## config.mk

```make
export PLATFORM = sky130hd
export DESIGN_NAME = ds3_ais_gen
export DESIGN_NICKNAME = d
export VERILOG_FILES = /design/src/rtl/ds3_ais_pkg.sv /design/src/rtl/ais_slot_counter.sv /design/src/rtl/ais_frame_counter.sv /design/src/rtl/ais_bit_mapper.sv /design/src/rtl/ds3_ais_gen.sv
export SDC_FILE = /design/constraint.sdc
export NUM_CORES = 1
export LEC_CHECK = 0
export CAP_MARGIN = 20
export CORE_MARGIN = 1.5
export CORE_UTILIZATION = 34
export CTS_CLUSTER_SIZE = 20
export DETAILED_ROUTE_END_ITERATION = 10
export GPL_TIMING_DRIVEN = 1
export PLACE_DENSITY = 0.51
export SLEW_MARGIN = 40
export SYNTH_ARGS = -nofsm -noshare
export SYNTH_HDL_FRONTEND = slang
export SYNTH_HIERARCHICAL = 1
export SYNTH_SLANG_ARGS = --single-unit
```

## constraint.sdc

```tcl
create_clock -name clk -period 2.05 [get_ports clk]
set_clock_uncertainty 0.05 [all_clocks]
set_input_delay 0.41 -clock clk [delete_from_list [all_inputs] [get_ports clk]]
set_output_delay 0.41 -clock clk [all_outputs]
set_load 0.005 [all_outputs]
```

## src/rtl/ds3_ais_pkg.sv

```systemverilog
package ds3_ais_pkg;
  localparam int unsigned PAY_BITS  = 84;
  localparam int unsigned BLOCKS    = 8;
  localparam int unsigned SUBFRAMES = 7;
  // lead overhead bit per subframe, bit i = subframe i
  localparam logic [SUBFRAMES-1:0] LEAD_VALUES = 7'b0100011;
  // overhead value per block for blocks 1..7, bit b = block b (bit 0 unused: lead)
  localparam logic [BLOCKS-1:0] BLOCK_VALUES = 8'b1000_0010;
endpackage

```

## src/rtl/ais_slot_counter.sv

```systemverilog
module ais_slot_counter #(
  parameter int unsigned PAY_BITS = ds3_ais_pkg::PAY_BITS,
  localparam int unsigned POS_W = $clog2(PAY_BITS + 1)
) (
  input  logic             clk,
  input  logic             rst,
  input  logic             en,
  input  logic             step,
  output logic [POS_W-1:0] pos_q,
  output logic             wrap
);
  localparam logic [POS_W-1:0] LAST = POS_W'(PAY_BITS);

  assign wrap = en && step && (pos_q == LAST);

  always_ff @(posedge clk) begin
    if (rst || !en)   pos_q <= '0;
    else if (wrap)    pos_q <= '0;
    else if (step)    pos_q <= pos_q + 1'b1;
  end

  assert_slot_range_R1: assert property (@(posedge clk) disable iff (rst)
    pos_q <= LAST);
  assert_slot_hold_R6: assert property (@(posedge clk) disable iff (rst)
    (en && !step) |=> $stable(pos_q));
  assert_slot_park_R9: assert property (@(posedge clk) disable iff (rst)
    !en |=> (pos_q == '0));
endmodule

```

## src/rtl/ais_frame_counter.sv

```systemverilog
module ais_frame_counter #(
  parameter int unsigned BLOCKS    = ds3_ais_pkg::BLOCKS,
  parameter int unsigned SUBFRAMES = ds3_ais_pkg::SUBFRAMES,
  localparam int unsigned BLK_W = $clog2(BLOCKS),
  localparam int unsigned SF_W  = $clog2(SUBFRAMES)
) (
  input  logic             clk,
  input  logic             rst,
  input  logic             en,
  input  logic             adv,
  output logic [BLK_W-1:0] blk_q,
  output logic [SF_W-1:0]  sf_q
);
  localparam logic [BLK_W-1:0] BLK_LAST = BLK_W'(BLOCKS - 1);
  localparam logic [SF_W-1:0]  SF_LAST  = SF_W'(SUBFRAMES - 1);

  always_ff @(posedge clk) begin
    if (rst || !en) begin
      blk_q <= '0;
      sf_q  <= '0;
    end else if (adv) begin
      if (blk_q == BLK_LAST) begin
        blk_q <= '0;
        sf_q  <= (sf_q == SF_LAST) ? '0 : sf_q + 1'b1;
      end else begin
        blk_q <= blk_q + 1'b1;
      end
    end
  end

  assert_sf_range_R1: assert property (@(posedge clk) disable iff (rst)
    sf_q <= SF_LAST);
  assert_blk_hold_R6: assert property (@(posedge clk) disable iff (rst)
    (en && !adv) |=> ($stable(blk_q) && $stable(sf_q)));
endmodule

```

## src/rtl/ais_bit_mapper.sv

```systemverilog
module ais_bit_mapper #(
  parameter int unsigned PAY_BITS  = ds3_ais_pkg::PAY_BITS,
  parameter int unsigned BLOCKS    = ds3_ais_pkg::BLOCKS,
  parameter int unsigned SUBFRAMES = ds3_ais_pkg::SUBFRAMES,
  localparam int unsigned POS_W = $clog2(PAY_BITS + 1),
  localparam int unsigned BLK_W = $clog2(BLOCKS),
  localparam int unsigned SF_W  = $clog2(SUBFRAMES)
) (
  input  logic             en,
  input  logic [POS_W-1:0] pos,
  input  logic [BLK_W-1:0] blk,
  input  logic [SF_W-1:0]  sf,
  output logic             data,
  output logic             fstart,
  output logic             ovh
);
  logic is_ovh;
  logic ovh_val;

  assign is_ovh  = (pos == '0);
  assign ovh_val = (blk == '0) ? ds3_ais_pkg::LEAD_VALUES[sf]
                               : ds3_ais_pkg::BLOCK_VALUES[blk];

  always_comb begin
    data   = 1'b0;
    fstart = 1'b0;
    ovh    = 1'b0;
    if (en) begin
      ovh    = is_ovh;
      fstart = is_ovh && (blk == '0) && (sf == '0);
      data   = is_ovh ? ovh_val : pos[0];
    end
  end
endmodule

```

## src/rtl/ds3_ais_gen.sv

```systemverilog
module ds3_ais_gen #(
  parameter int unsigned PAY_BITS  = ds3_ais_pkg::PAY_BITS,
  parameter int unsigned BLOCKS    = ds3_ais_pkg::BLOCKS,
  parameter int unsigned SUBFRAMES = ds3_ais_pkg::SUBFRAMES
) (
  input  logic clk,
  input  logic rst,
  input  logic bit_en,
  input  logic enable,
  output logic ais_bit,
  output logic frame_start,
  output logic ovh_mark
);
  localparam int unsigned POS_W = $clog2(PAY_BITS + 1);
  localparam int unsigned BLK_W = $clog2(BLOCKS);
  localparam int unsigned SF_W  = $clog2(SUBFRAMES);
  localparam logic [POS_W-1:0] POS_LAST = POS_W'(PAY_BITS);
  localparam logic [BLK_W-1:0] BLK_LAST = BLK_W'(BLOCKS - 1);
  localparam logic [SF_W-1:0]  SF_LAST  = SF_W'(SUBFRAMES - 1);

  logic [POS_W-1:0] pos;
  logic [BLK_W-1:0] blk;
  logic [SF_W-1:0]  sf;
  logic             blk_adv;

  ais_slot_counter #(.PAY_BITS(PAY_BITS)) u_slot (
    .clk(clk), .rst(rst), .en(enable), .step(bit_en),
    .pos_q(pos), .wrap(blk_adv)
  );

  ais_frame_counter #(.BLOCKS(BLOCKS), .SUBFRAMES(SUBFRAMES)) u_frame (
    .clk(clk), .rst(rst), .en(enable), .adv(blk_adv),
    .blk_q(blk), .sf_q(sf)
  );

  ais_bit_mapper #(.PAY_BITS(PAY_BITS), .BLOCKS(BLOCKS), .SUBFRAMES(SUBFRAMES)) u_map (
    .en(enable), .pos(pos), .blk(blk), .sf(sf),
    .data(ais_bit), .fstart(frame_start), .ovh(ovh_mark)
  );

  assert_first_pay_one_R5: assert property (@(posedge clk) disable iff (rst)
    (enable && bit_en && ovh_mark) |=> (!enable || ais_bit));
  assert_pay_alternate_R5: assert property (@(posedge clk) disable iff (rst)
    (enable && bit_en && !ovh_mark && pos != POS_LAST)
      |=> (!enable || (ais_bit != $past(ais_bit))));
  assert_frame_wrap_R7: assert property (@(posedge clk) disable iff (rst)
    (enable && bit_en && pos == POS_LAST && blk == BLK_LAST && sf == SF_LAST)
      |=> (!enable || frame_start));
  assert_fs_is_ovh_R8: assert property (@(posedge clk) disable iff (rst)
    frame_start |-> ovh_mark);
  assert_quiet_off_R9: assert property (@(posedge clk) disable iff (rst)
    !enable |-> (!ais_bit && !frame_start && !ovh_mark));
  assert_reset_park_R10: assert property (@(posedge clk)
    rst |=> (pos == '0 && blk == '0 && sf == '0));
endmodule

```

==> impl_metrics.yaml <==
worst_setup_path:
  path_buf_inv: 2
  reg2reg_from: "u_slot/pos_q[0]"
  cp_slowest_cell: "dfxtp_2"
  cp.depth: 6
  end_kind: "primary output"
  critPathLaunch: "u_slot/pos_q[2]"
  critPathTopFamily: "simple AND/OR/NAND/NOR gates"
  endpoint: "frame_start"
  path_class: "reg -> out"
  start_kind: "flop"
  r2r_setup_slack_ns: 0.32
  cpPeakStageDelay_ns: 0.34
  worst_ep_required_time_ns: 1.59
  arrival_ns: 1.57
  crit_chain: "nor4_4 > nand2_1 > buf_6 > nor3b_4 > and3_1 > buf_2"
  cp_max_fo: 2
  r2r-end: "u_frame/sf_q[0]"
  r2r_cells: 8
cts:
  insertion_delay_ns: 0.27
  clk_pin_slew_ns: 0.08
  clockBufferDepth: 2
  htreeDepth: 1
  numCtsBuffers: 3
  root_buffer: "clkbuf_4"
  clock-sinks: 13
  hold_buffers: 0
  cts_tree: "built"
detailed_routing:
  top_layer: "met3"
  drc_errors: 0
  vias: 615
  wirelength_met1_um: 791
  viasPerCell: 4.77
  drt_wl_total_um: 1470
  dr_wl_met2_um: 637
  drtIter0Drc: 11
  firstDrtPassIters: 4
  drtAntennaViolNets: 0
  routedWlPerCell_um: 11.4
  route.met3.wl_um: 37
finish:
  diodes: 0
  nFillCells: 211
  syn_to_final_growth_pct: 29.9
  stdcell_count: 129
  drive_above_1_share_pct: 22.5
  nets: 111
synthesis:
  synth_cell_type_count: 29
  synth_fa_ha_area_share_pct: 7.12
  synth_compound_area_share_pct: 10.1
  syn_nets: 90
  synth_simple_gate_area_share_pct: 30.8
  synth_seq_cells: 13
  synth_top_family_by_area: "simple AND/OR/NAND/NOR gates"
  synth_cells: 82
  yosys_warnings: 6
  syn_avg_cell_area_sq_um: 8.58
  synth_xor_area_share_pct: 4.98
  synthMuxAreaShare_pct: 5.69
  netlist_area_sq_um: 703
  yosysSeqAreaShare_pct: 37.0
sta:
  post-route-period-util_pct: 98.8
  tightest_slew_ns: 0.319
  max_slew_margin_pct: 78.7
  slew_viol_final: 0
  finalSetupViolCount: 0
  hold_violations: 0
  period_needed_ns: 2.03
  rsz0062_at_grt: "yes"
  fmax_mhz: 494
  tns_ns: 0
run_status:
  status: "finished, final reports clean"
placed_design:
  placed_cells: 124
  portBuffers: 6
  post-dp-hpwl_um: 1100
  gp_congestion: 0.673
power:
  p_per_area_nw_per_um2: 498
  peakVddDrop_mv: 0.286
  p_leak_nw: 0.357
global_route:
  gr-total-overflow: 0
  grt_pass1_vias: 591
  grt_max_degree: 8
  grt_use_total_pct: 13.8
  grt_pass1_wl_um: 2570
  antenna_found_initial: 0
floorplan:
  start_util_pct: 35.8
  top_level_ports: 7
  die_h_um: 48.5
  num_rows: 16
  die_w_um: 48.5
  coreArea_sq_um: 1960
  dieArea_sq_um: 2350
flow_run:
  drv_cap: 0
hold_path:
  min_path_type: "reg -> reg"
[per-layer routing]
metal  vias up  GRT usage, %
li1        326             -
met1       282          20.4
met2         7          20.6
met3         0          4.01
met4         0          1.43
met5         -             0
[registers in the layout, indices dropped and copies added, names as in the netlist]
register / flops
u_slot/pos_q: 7
u_frame/blk_q: 3
u_frame/sf_q: 3
[worst min-delay path by stage]
| stage | slack, ns | end | cells after the start | start |
|---|---|---|---|---|
| 2_1_floorplan | 0.42 | u_slot/pos_q[6] | 2 | u_slot/pos_q[6] |
| 3_3_place_gp | 0.45 | u_frame/blk_q[1] | 2 | u_frame/blk_q[1] |
| 3_5_place_dp | 0.45 | u_frame/blk_q[1] | 2 | u_frame/blk_q[1] |
| 4_1_cts | 0.46 | u_frame/blk_q[1] | 2 | u_frame/blk_q[1] |
| 5_1_grt | 0.50 | u_slot/pos_q[5] | 2 | u_slot/pos_q[5] |
| 6_report | 0.47 | u_slot/pos_q[5] | 2 | u_slot/pos_q[5] |
[cell usage in the layout, fill, tap and decap left out, types with 2 or more instances in the layout]
cell	synthesis	routed
buf_4	1	12
nor2_1	12	12
dfxtp_1	13	11
nand2_1	6	6
mux2i_1	4	4
a21oi_1	4	4
ha_1	4	4
clkbuf_4	0	3
clkdlybuf4s50_1	0	3
nand2b_1	3	3
o21ai_0	3	3
nand3b_1	3	3
inv_1	3	3
xor2_1	3	3
nand4b_1	2	2
nor2b_1	2	2
nand3_1	2	2
nand4_1	2	2
or3_1	2	2
dfxtp_2	0	2
[logic make-up after synthesis]
| kind of cell | count (synthesis) |
|---|---|
| muxes | 4 |
| xor gates and xnor gates | 4 |
| DFF | 13 |
| buffers and inverters | 5 |
| and+or+nand+nor | 40 |
| adders and majority gates | 4 |
| AOI/OAI and AO/OA | 12 |
[cell usage after synthesis]
master | count | area, sq um
dfxtp_1 | 13 | 260
nor2_1 | 12 | 45.0
nand2_1 | 6 | 22.5
a21oi_1 | 4 | 20.0
ha_1 | 4 | 50.1
mux2i_1 | 4 | 40.0
inv_1 | 3 | 11.3
nand2b_1 | 3 | 18.8
nand3b_1 | 3 | 22.5
o21ai_0 | 3 | 15.0
xor2_1 | 3 | 26.3
nand3_1 | 2 | 10.0
nand4_1 | 2 | 12.5
nand4b_1 | 2 | 17.5
nor2b_1 | 2 | 12.5
nor4_1 | 2 | 12.5
or3_1 | 2 | 12.5
a211o_1 | 1 | 8.76
a21oi_2 | 1 | 8.76
a31oi_1 | 1 | 6.26
and3_1 | 1 | 6.26
buf_4 | 1 | 7.51
buf_6 | 1 | 11.3
nand2_2 | 1 | 6.26
nor3_1 | 1 | 5.00
nor3b_2 | 1 | 12.5
o21a_1 | 1 | 7.51
o21ai_1 | 1 | 5.00
xnor2_1 | 1 | 8.76
[report_power, final]
part	internal (mW)	switching, mW
combinational	0.0239	0.0160
clock	0.0752	0.0834
sequential	0.254	0.00286
total	0.353	0.102
[per-stage QoR]
step	utilization [%]	worst slack, ns	area [sq um]	hold WS (ns)	power (mW)
CTS	46.0	0.0127	903	0.464	0.461
global placement	43.9	-0.173	861	0.446	0.303
floorplan	-	0.499	703	0.421	0.279
global route	46.6	-0.0735	913	0.500	0.478
finish	46.6	0.0249	913	0.467	0.455
detailed placement	43.9	-0.164	861	0.451	0.303
[worst reg2reg max path: stages, from the launching register on]
cell and delay, ns:
dfxtp_1 0.41, inv_1 0.09, ha_1 0.15, nand4b_1 0.13
nor3_1 0.20, buf_4 0.19, nand2_2 0.07, a211o_1 0.28
a21oi_2 0.11
[final cells by class]
cell class,instances,area (sq um),area share (%)
inverters,3,11.3,1.23
clock buffers,4,26.3,2.88
well taps,27,33.8,3.70
repair buffers,18,145,15.9
multi-input cells,64,434,47.5
flip-flops and latches,13,263,28.8
[timing repair]
| item | 4_1_cts | 5_1_grt |
|---|---|---|
| endpoints found under the setup margin | 3 | 2 |
| gates resized for setup | 11 | 2 |
| pin swaps | 3 | 1 |
| setup buffers | 1 | 0 |
(Power assumes the default switching activity.)
